## src/rtl/br_pkg.sv

```systemverilog
package br_pkg;

  // Base condition index (low three selector bits); bit 3 of the selector
  // inverts the base result.
  typedef enum logic [2:0] {
    BASE_FALSE = 3'd0,
    BASE_EQ    = 3'd1,
    BASE_LE    = 3'd2,
    BASE_LT    = 3'd3,
    BASE_LEU   = 3'd4,
    BASE_CS    = 3'd5,
    BASE_NEG   = 3'd6,
    BASE_VS    = 3'd7
  } br_base_e;

  typedef struct packed {
    logic n;
    logic z;
    logic v;
    logic c;
  } br_flags_t;

  localparam int unsigned BR_NUM_BASE = 8;

  function automatic logic br_base_hit(input int unsigned idx, input br_flags_t f);
    logic r;
    case (br_base_e'(idx[2:0]))
      BASE_FALSE: r = 1'b0;
      BASE_EQ:    r = f.z;
      BASE_LE:    r = f.z | (f.n ^ f.v);
      BASE_LT:    r = f.n ^ f.v;
      BASE_LEU:   r = f.c | f.z;
      BASE_CS:    r = f.c;
      BASE_NEG:   r = f.n;
      BASE_VS:    r = f.v;
      default:    r = 1'b0;
    endcase
    return r;
  endfunction

endpackage

```

## src/rtl/br_cond_eval.sv

```systemverilog
module br_cond_eval
  import br_pkg::*;
#(
  parameter int unsigned SEL_W = 4
) (
  input  br_flags_t        flags,
  input  logic [SEL_W-1:0] sel,
  output logic             hit,
  output logic             unconditional
);
  localparam int unsigned BASE_W = SEL_W - 1;

  logic [BR_NUM_BASE-1:0] base_vec;

  // One evaluator per base condition; the selector picks one of them.
  for (genvar gi = 0; gi < BR_NUM_BASE; gi++) begin : g_base
    assign base_vec[gi] = br_base_hit(gi, flags);
  end

  logic [BASE_W-1:0] base_sel;
  logic              invert;

  assign base_sel      = sel[BASE_W-1:0];
  assign invert        = sel[SEL_W-1];
  assign hit           = base_vec[base_sel] ^ invert;
  assign unconditional = (base_sel == BASE_W'(BASE_FALSE));

endmodule

```

## src/rtl/br_target_gen.sv

```systemverilog
module br_target_gen #(
  parameter int unsigned ADDR_W   = 32,
  parameter int unsigned DISP_W   = 22,
  parameter bit          SHARE_ADD = 1'b1
) (
  input  logic [ADDR_W-1:0] pc,
  input  logic [ADDR_W-3:0] offset,
  input  logic              is_call,
  output logic [ADDR_W-1:0] target
);
  localparam int unsigned OFF_W = ADDR_W - 2;
  localparam int unsigned EXT_W = ADDR_W - DISP_W - 2;

  logic [ADDR_W-1:0] br_step;
  logic [ADDR_W-1:0] call_step;

  assign br_step   = {{EXT_W{offset[DISP_W-1]}}, offset[DISP_W-1:0], 2'b00};
  assign call_step = {offset[OFF_W-1:0], 2'b00};

  if (SHARE_ADD) begin : g_shared
    // Select the step first, then a single adder.
    logic [ADDR_W-1:0] step;
    assign step   = is_call ? call_step : br_step;
    assign target = pc + step;
  end else begin : g_split
    // Two adders in parallel, select afterwards.
    logic [ADDR_W-1:0] br_sum;
    logic [ADDR_W-1:0] call_sum;
    assign br_sum   = pc + br_step;
    assign call_sum = pc + call_step;
    assign target   = is_call ? call_sum : br_sum;
  end

endmodule

```

## src/rtl/br_rsp_stage.sv

```systemverilog
module br_rsp_stage #(
  parameter int unsigned DATA_W = 8
) (
  input  logic              clk,
  input  logic              rst_n,
  input  logic              in_valid,
  output logic              in_ready,
  input  logic [DATA_W-1:0] in_data,
  output logic              out_valid,
  input  logic              out_ready,
  output logic [DATA_W-1:0] out_data
);
  logic              full_q;
  logic [DATA_W-1:0] data_q;

  assign in_ready  = !full_q || out_ready;
  assign out_valid = full_q;
  assign out_data  = data_q;

  always_ff @(posedge clk) begin
    if (!rst_n) begin
      full_q <= 1'b0;
      data_q <= '0;
    end else begin
      if (in_ready) full_q <= in_valid;
      if (in_valid && in_ready) data_q <= in_data;
    end
  end

endmodule

```

## src/rtl/branch_resolve.sv

```systemverilog
module branch_resolve
  import br_pkg::*;
#(
  parameter int unsigned ADDR_W    = 32,
  parameter int unsigned DISP_W    = 22,
  parameter int unsigned SEL_W     = 4,
  parameter int unsigned REG_IDX_W = 5,
  parameter int unsigned LINK_REG  = 15,
  parameter bit          SHARE_ADD = 1'b1
) (
  input  logic                 clk,
  input  logic                 rst_n,
  input  logic                 req_valid,
  output logic                 req_ready,
  input  logic [ADDR_W-1:0]    req_pc,
  input  logic                 req_is_call,
  input  logic [SEL_W-1:0]     req_cond,
  input  logic                 req_annul,
  input  logic [ADDR_W-3:0]    req_offset,
  input  logic                 req_flag_n,
  input  logic                 req_flag_z,
  input  logic                 req_flag_v,
  input  logic                 req_flag_c,
  output logic                 rsp_valid,
  input  logic                 rsp_ready,
  output logic                 rsp_taken,
  output logic [ADDR_W-1:0]    rsp_target,
  output logic                 rsp_cancel_slot,
  output logic                 rsp_link_we,
  output logic [REG_IDX_W-1:0] rsp_link_idx,
  output logic [ADDR_W-1:0]    rsp_link_data
);
  localparam int unsigned PAY_W = 3 + 2 * ADDR_W + REG_IDX_W;

  br_flags_t flags;
  assign flags = '{n: req_flag_n, z: req_flag_z, v: req_flag_v, c: req_flag_c};

  logic cond_hit;
  logic cond_uncond;

  br_cond_eval #(
    .SEL_W(SEL_W)
  ) u_cond (
    .flags        (flags),
    .sel          (req_cond),
    .hit          (cond_hit),
    .unconditional(cond_uncond)
  );

  logic [ADDR_W-1:0] nxt_target;

  br_target_gen #(
    .ADDR_W   (ADDR_W),
    .DISP_W   (DISP_W),
    .SHARE_ADD(SHARE_ADD)
  ) u_target (
    .pc     (req_pc),
    .offset (req_offset),
    .is_call(req_is_call),
    .target (nxt_target)
  );

  logic                 nxt_taken;
  logic                 nxt_cancel;
  logic                 nxt_link_we;
  logic [REG_IDX_W-1:0] nxt_link_idx;
  logic [ADDR_W-1:0]    nxt_link_data;

  always_comb begin
    nxt_taken     = req_is_call | cond_hit;
    // Annulled branch: slot survives only on a truly conditional taken branch.
    nxt_cancel    = !req_is_call && req_annul && (!cond_hit || cond_uncond);
    nxt_link_we   = req_is_call;
    nxt_link_idx  = REG_IDX_W'(LINK_REG);
    nxt_link_data = req_is_call ? req_pc : '0;
  end

  logic [PAY_W-1:0] pay_in;
  logic [PAY_W-1:0] pay_out;

  assign pay_in = {nxt_taken, nxt_target, nxt_cancel, nxt_link_we, nxt_link_idx, nxt_link_data};

  br_rsp_stage #(
    .DATA_W(PAY_W)
  ) u_stage (
    .clk      (clk),
    .rst_n    (rst_n),
    .in_valid (req_valid),
    .in_ready (req_ready),
    .in_data  (pay_in),
    .out_valid(rsp_valid),
    .out_ready(rsp_ready),
    .out_data (pay_out)
  );

  assign {rsp_taken, rsp_target, rsp_cancel_slot, rsp_link_we, rsp_link_idx, rsp_link_data} = pay_out;

endmodule

```

## config.mk

```make
export PLATFORM = sky130hd
export DESIGN_NAME = branch_resolve
export DESIGN_NICKNAME = d
export VERILOG_FILES = /design/src/rtl/br_pkg.sv /design/src/rtl/br_cond_eval.sv /design/src/rtl/br_target_gen.sv /design/src/rtl/br_rsp_stage.sv /design/src/rtl/branch_resolve.sv
export SDC_FILE = /design/constraint.sdc
export NUM_CORES = 1
export LEC_CHECK = 0
export BUFFER_PORTS_ARGS = -buffer_cell sky130_fd_sc_hd__buf_2
export CORE_MARGIN = 4
export CORE_UTILIZATION = 55
export CTS_CLUSTER_SIZE = 28
export DETAILED_ROUTE_END_ITERATION = 16
export GPL_TIMING_DRIVEN = 1
export PLACE_DENSITY = 0.84
export SETUP_SLACK_MARGIN = 0.2
export SLEW_MARGIN = 5
export SYNTH_ARGS = -nofsm -noshare
export SYNTH_HDL_FRONTEND = slang
export SYNTH_SLANG_ARGS = --single-unit
```

## constraint.sdc

```tcl
create_clock -name clk -period 9.8 [get_ports clk]
set_clock_uncertainty 0.2 [all_clocks]
set_input_delay 1.96 -clock clk [delete_from_list [all_inputs] [get_ports clk]]
set_output_delay 1.96 -clock clk [all_outputs]
set_load 0.005 [all_outputs]
```

==> metrics <==
Area Growth Syn to Fin 22.42%; proportion of layout cells with a drive suffix above 1 0.2547; area leader, netlist dfxtp_1; DRT iter0 DRCs about 320; Critical Path Start Type input port; number of synthesized flops with an enable pin 0; Worst Path Max Fanout 44; post-cts sizing count 0; CTS clk-pin slew, worst paths 0.08 ns; vias per cell 5.852; Hold WC Path Type flip-flop to flip-flop; Yosys top cell area share 0.3207; Post-CTS Setup Bufs 0; CTS Root Cell clkbuf_8; outcome complete, no violations; Die X-Extent just under 100 µm; Data required, critical path 9.81 ns; Crit path top cell by count nand2_1; post-route cell area about 5300 µm²; DP Wirelength just over 9 mm; worst slack, placed about 4.5 ns; WP data arrival approximately 5.0 ns; Slowest-stage cell, CP buf_2; initial core utilization 0.5604; Die ar. around 9300 µm²; DR vias 4641; post-synthesis cell count approximately 570; first drt pass iteration count 5; Global Route Usage Sum 0.2715; Syn Std Cell Area 4308 µm²; Routed Antenna Nets 0; min setup slack post-route 4.809 ns; IR drop worst, VDD between 90 and 100 µV; TritonCTS Buffers 9; H-tree levels 3; Die H about 97 µm; worst skew pair latency between 0.3 and 0.4 ns; Lkg Pwr 2.466 nW; DP Area 5002 µm²; final wirelength 12.87 mm; Seq/Total Area, Yosys 0.3207; Primary FF master, synth dfxtp_1; CTS Hold Buffers Added 0; vias in the first global route around 4300; actual slew at the worst max-slew pin roughly 0.84 ns; CTS tree built; fin nets slightly below 800; Ports 150; Slew Limit Headroom 0.4367; PwrDens 159.4 nW/µm²; first-pass GRT wire length roughly 20 mm; Power Total between 800 and 900 µW; max_cap viols 0; WP buf/inv 1; gr ovfl total 0; total negative slack 0 ns; Setup Viol. Count Final 0; post-synthesis register bit count between 60 and 70; RSZ-0062 raised after global routing false; period utilisation layout 0.5093; clk buf depth 2; CP max stage delay roughly 0.60 ns; Synth cell types between 60 and 70; fmax roughly 200 MHz; Max Slew Vio Count 0; area of the core ~7700 µm²; RD Place Congestion ~0.87; # rows 32; wire length per cell roughly 16 µm; Post-route DRC 0; largest net degree at the start of global routing 60; Synthesized Nets slightly below 700; Critical Path Sink Type flip-flop; cell family with most CP delay compound AO/OA/AOI/OAI gates; Synth area leaders dfxtp_1 32%, nand2_1 8.7%, ha_1 8.4%, a21oi_1 8.0%, nand3_1 5.5%; Setup Crit Path Kind input port to flip-flop; Cell Chain, Critical Path buf_2 -> nand2b_1 -> nand2_1 -> ha_1 -> a21o_1 -> a311oi_1 -> o21ai_0 -> a221oi_1 -> o31ai_1 -> nand2_1 -> o311ai_0; Tmin final approximately 5 ns; Synth async-reset ratio 0; clk sink count between 60 and 70; PortBufs between 100 and 150; Fin. Hold Viols 0; synth warn 0; diodes inserted 0; synthesized area per cell about 7.6 µm²; initial antenna violation count 0
## worst paths after layout
| path | start | to | slack, ns | cells past startpoint |
|---|---|---|---|---|
| worst max register to register | u_stage.out_valid | u_stage.out_data[58] | 7.27 | 8 |
| worst min register to register | u_stage.out_data[29] | u_stage.out_data[29] | 0.25 | 2 |
| worst max-delay path | req_is_call | u_stage.out_data[70] | 4.81 | 11 |
| worst min-delay path | u_stage.out_data[29] | u_stage.out_data[29] | 0.25 | 2 |
## worst register-to-register path, cell delays in order, from the launching register on
cell      delay (ns)
dfxtp_1         0.31
nand2b_1        0.13
nand2_2         0.41
buf_4           0.45
nor2_1          0.52
nand4_1         0.17
o31ai_1         0.09
a21oi_1         0.06
nand3_1         0.11
## where the power goes
group          total [mW]  leakage (nW)  switching, mW  internal [mW]
clock network       0.316         0.136          0.115          0.202
registers           0.313         0.566         0.0118          0.301
logic               0.211          1.76          0.124         0.0869
## sequential cells by signal, indices dropped and copies added, names as in the netlist
| signal | flops |
|---|---|
| u_stage.out_data | 68 |
| u_stage.out_valid | 1 |
## final cells by class
type / count / area [µm²]
inverter: 13 / 48.80
clock inverter: 6 / 133.9
clock buffer: 10 / 137.6
fill: 678 / 2414
timing repair buffer: 151 / 763.2
multi-input combinational: 442 / 2681
tap: 102 / 127.6
sequential: 69 / 1381
## logic make-up (layout without fill, tap and decap cells)
family / after synthesis / after routing / synth area share
other: 1 / 1 / 0.0008705
xor gates and xnor gates: 19 / 19 / 0.03863
and+or+nand+nor: 230 / 230 / 0.2492
DFF: 69 / 69 / 0.3206
muxes: 4 / 4 / 0.009295
adders and majority gates: 30 / 30 / 0.08888
buffers and inverters: 58 / 180 / 0.05780
AOI/OAI and AO/OA: 158 / 158 / 0.2347
## stage by stage
stage          cells  utilization  hold WS [ns]
3_5_place_dp     777       0.6507        0.2400
6_report         793       0.6860        0.2495
4_1_cts          793       0.6860        0.2497
5_1_grt          793       0.6860        0.2649
3_3_place_gp     777       0.6507        0.2341
2_1_floorplan    569            -        0.2482
## metal layers
metal  GRT usage  up-vias  wire [µm]
li1            -     2270          -
met3     0.07126       23       1102
met4      0.1005        0        241
met1      0.3566     2141       5637
met2      0.4282      207       5890
met5           0        -          0
## Yosys cell counts (6+ instances only)
| library cell | number |
|---|---|
| buf_2 | 6 |
| nand2b_1 | 6 |
| o21ai_0 | 21 |
| ha_1 | 29 |
| inv_1 | 13 |
| xor2_1 | 8 |
| a21oi_1 | 69 |
| nor3_1 | 6 |
| nand4_1 | 14 |
| nand2_1 | 100 |
| o31ai_1 | 6 |
| clkbuf_1 | 29 |
| dfxtp_1 | 69 |
| nand3_1 | 47 |
| nor2_1 | 29 |
| xnor2_1 | 11 |
| a21o_1 | 13 |
## cells in the final DEF, fill, tap and decap left out, types with 4 or more instances in the layout
master	Yosys	final
nor3_1	6	6
nand3_1	47	47
o2111ai_1	4	4
buf_2	6	148
inv_1	13	12
clkbuf_8	0	10
nor2_1	29	29
o21ai_0	21	21
nand2_1	100	99
nand2b_1	6	6
ha_1	29	29
a21oi_1	69	69
mux2i_1	4	4
o31ai_1	6	6
xnor2_1	11	11
and3_1	4	4
nand4_1	14	14
or3_1	4	4
bufinv_16	0	4
dfxtp_1	69	69
o211ai_1	5	5
a21o_1	13	13
xor2_1	8	8
Note: power is estimated with default switching activity, not from simulation.
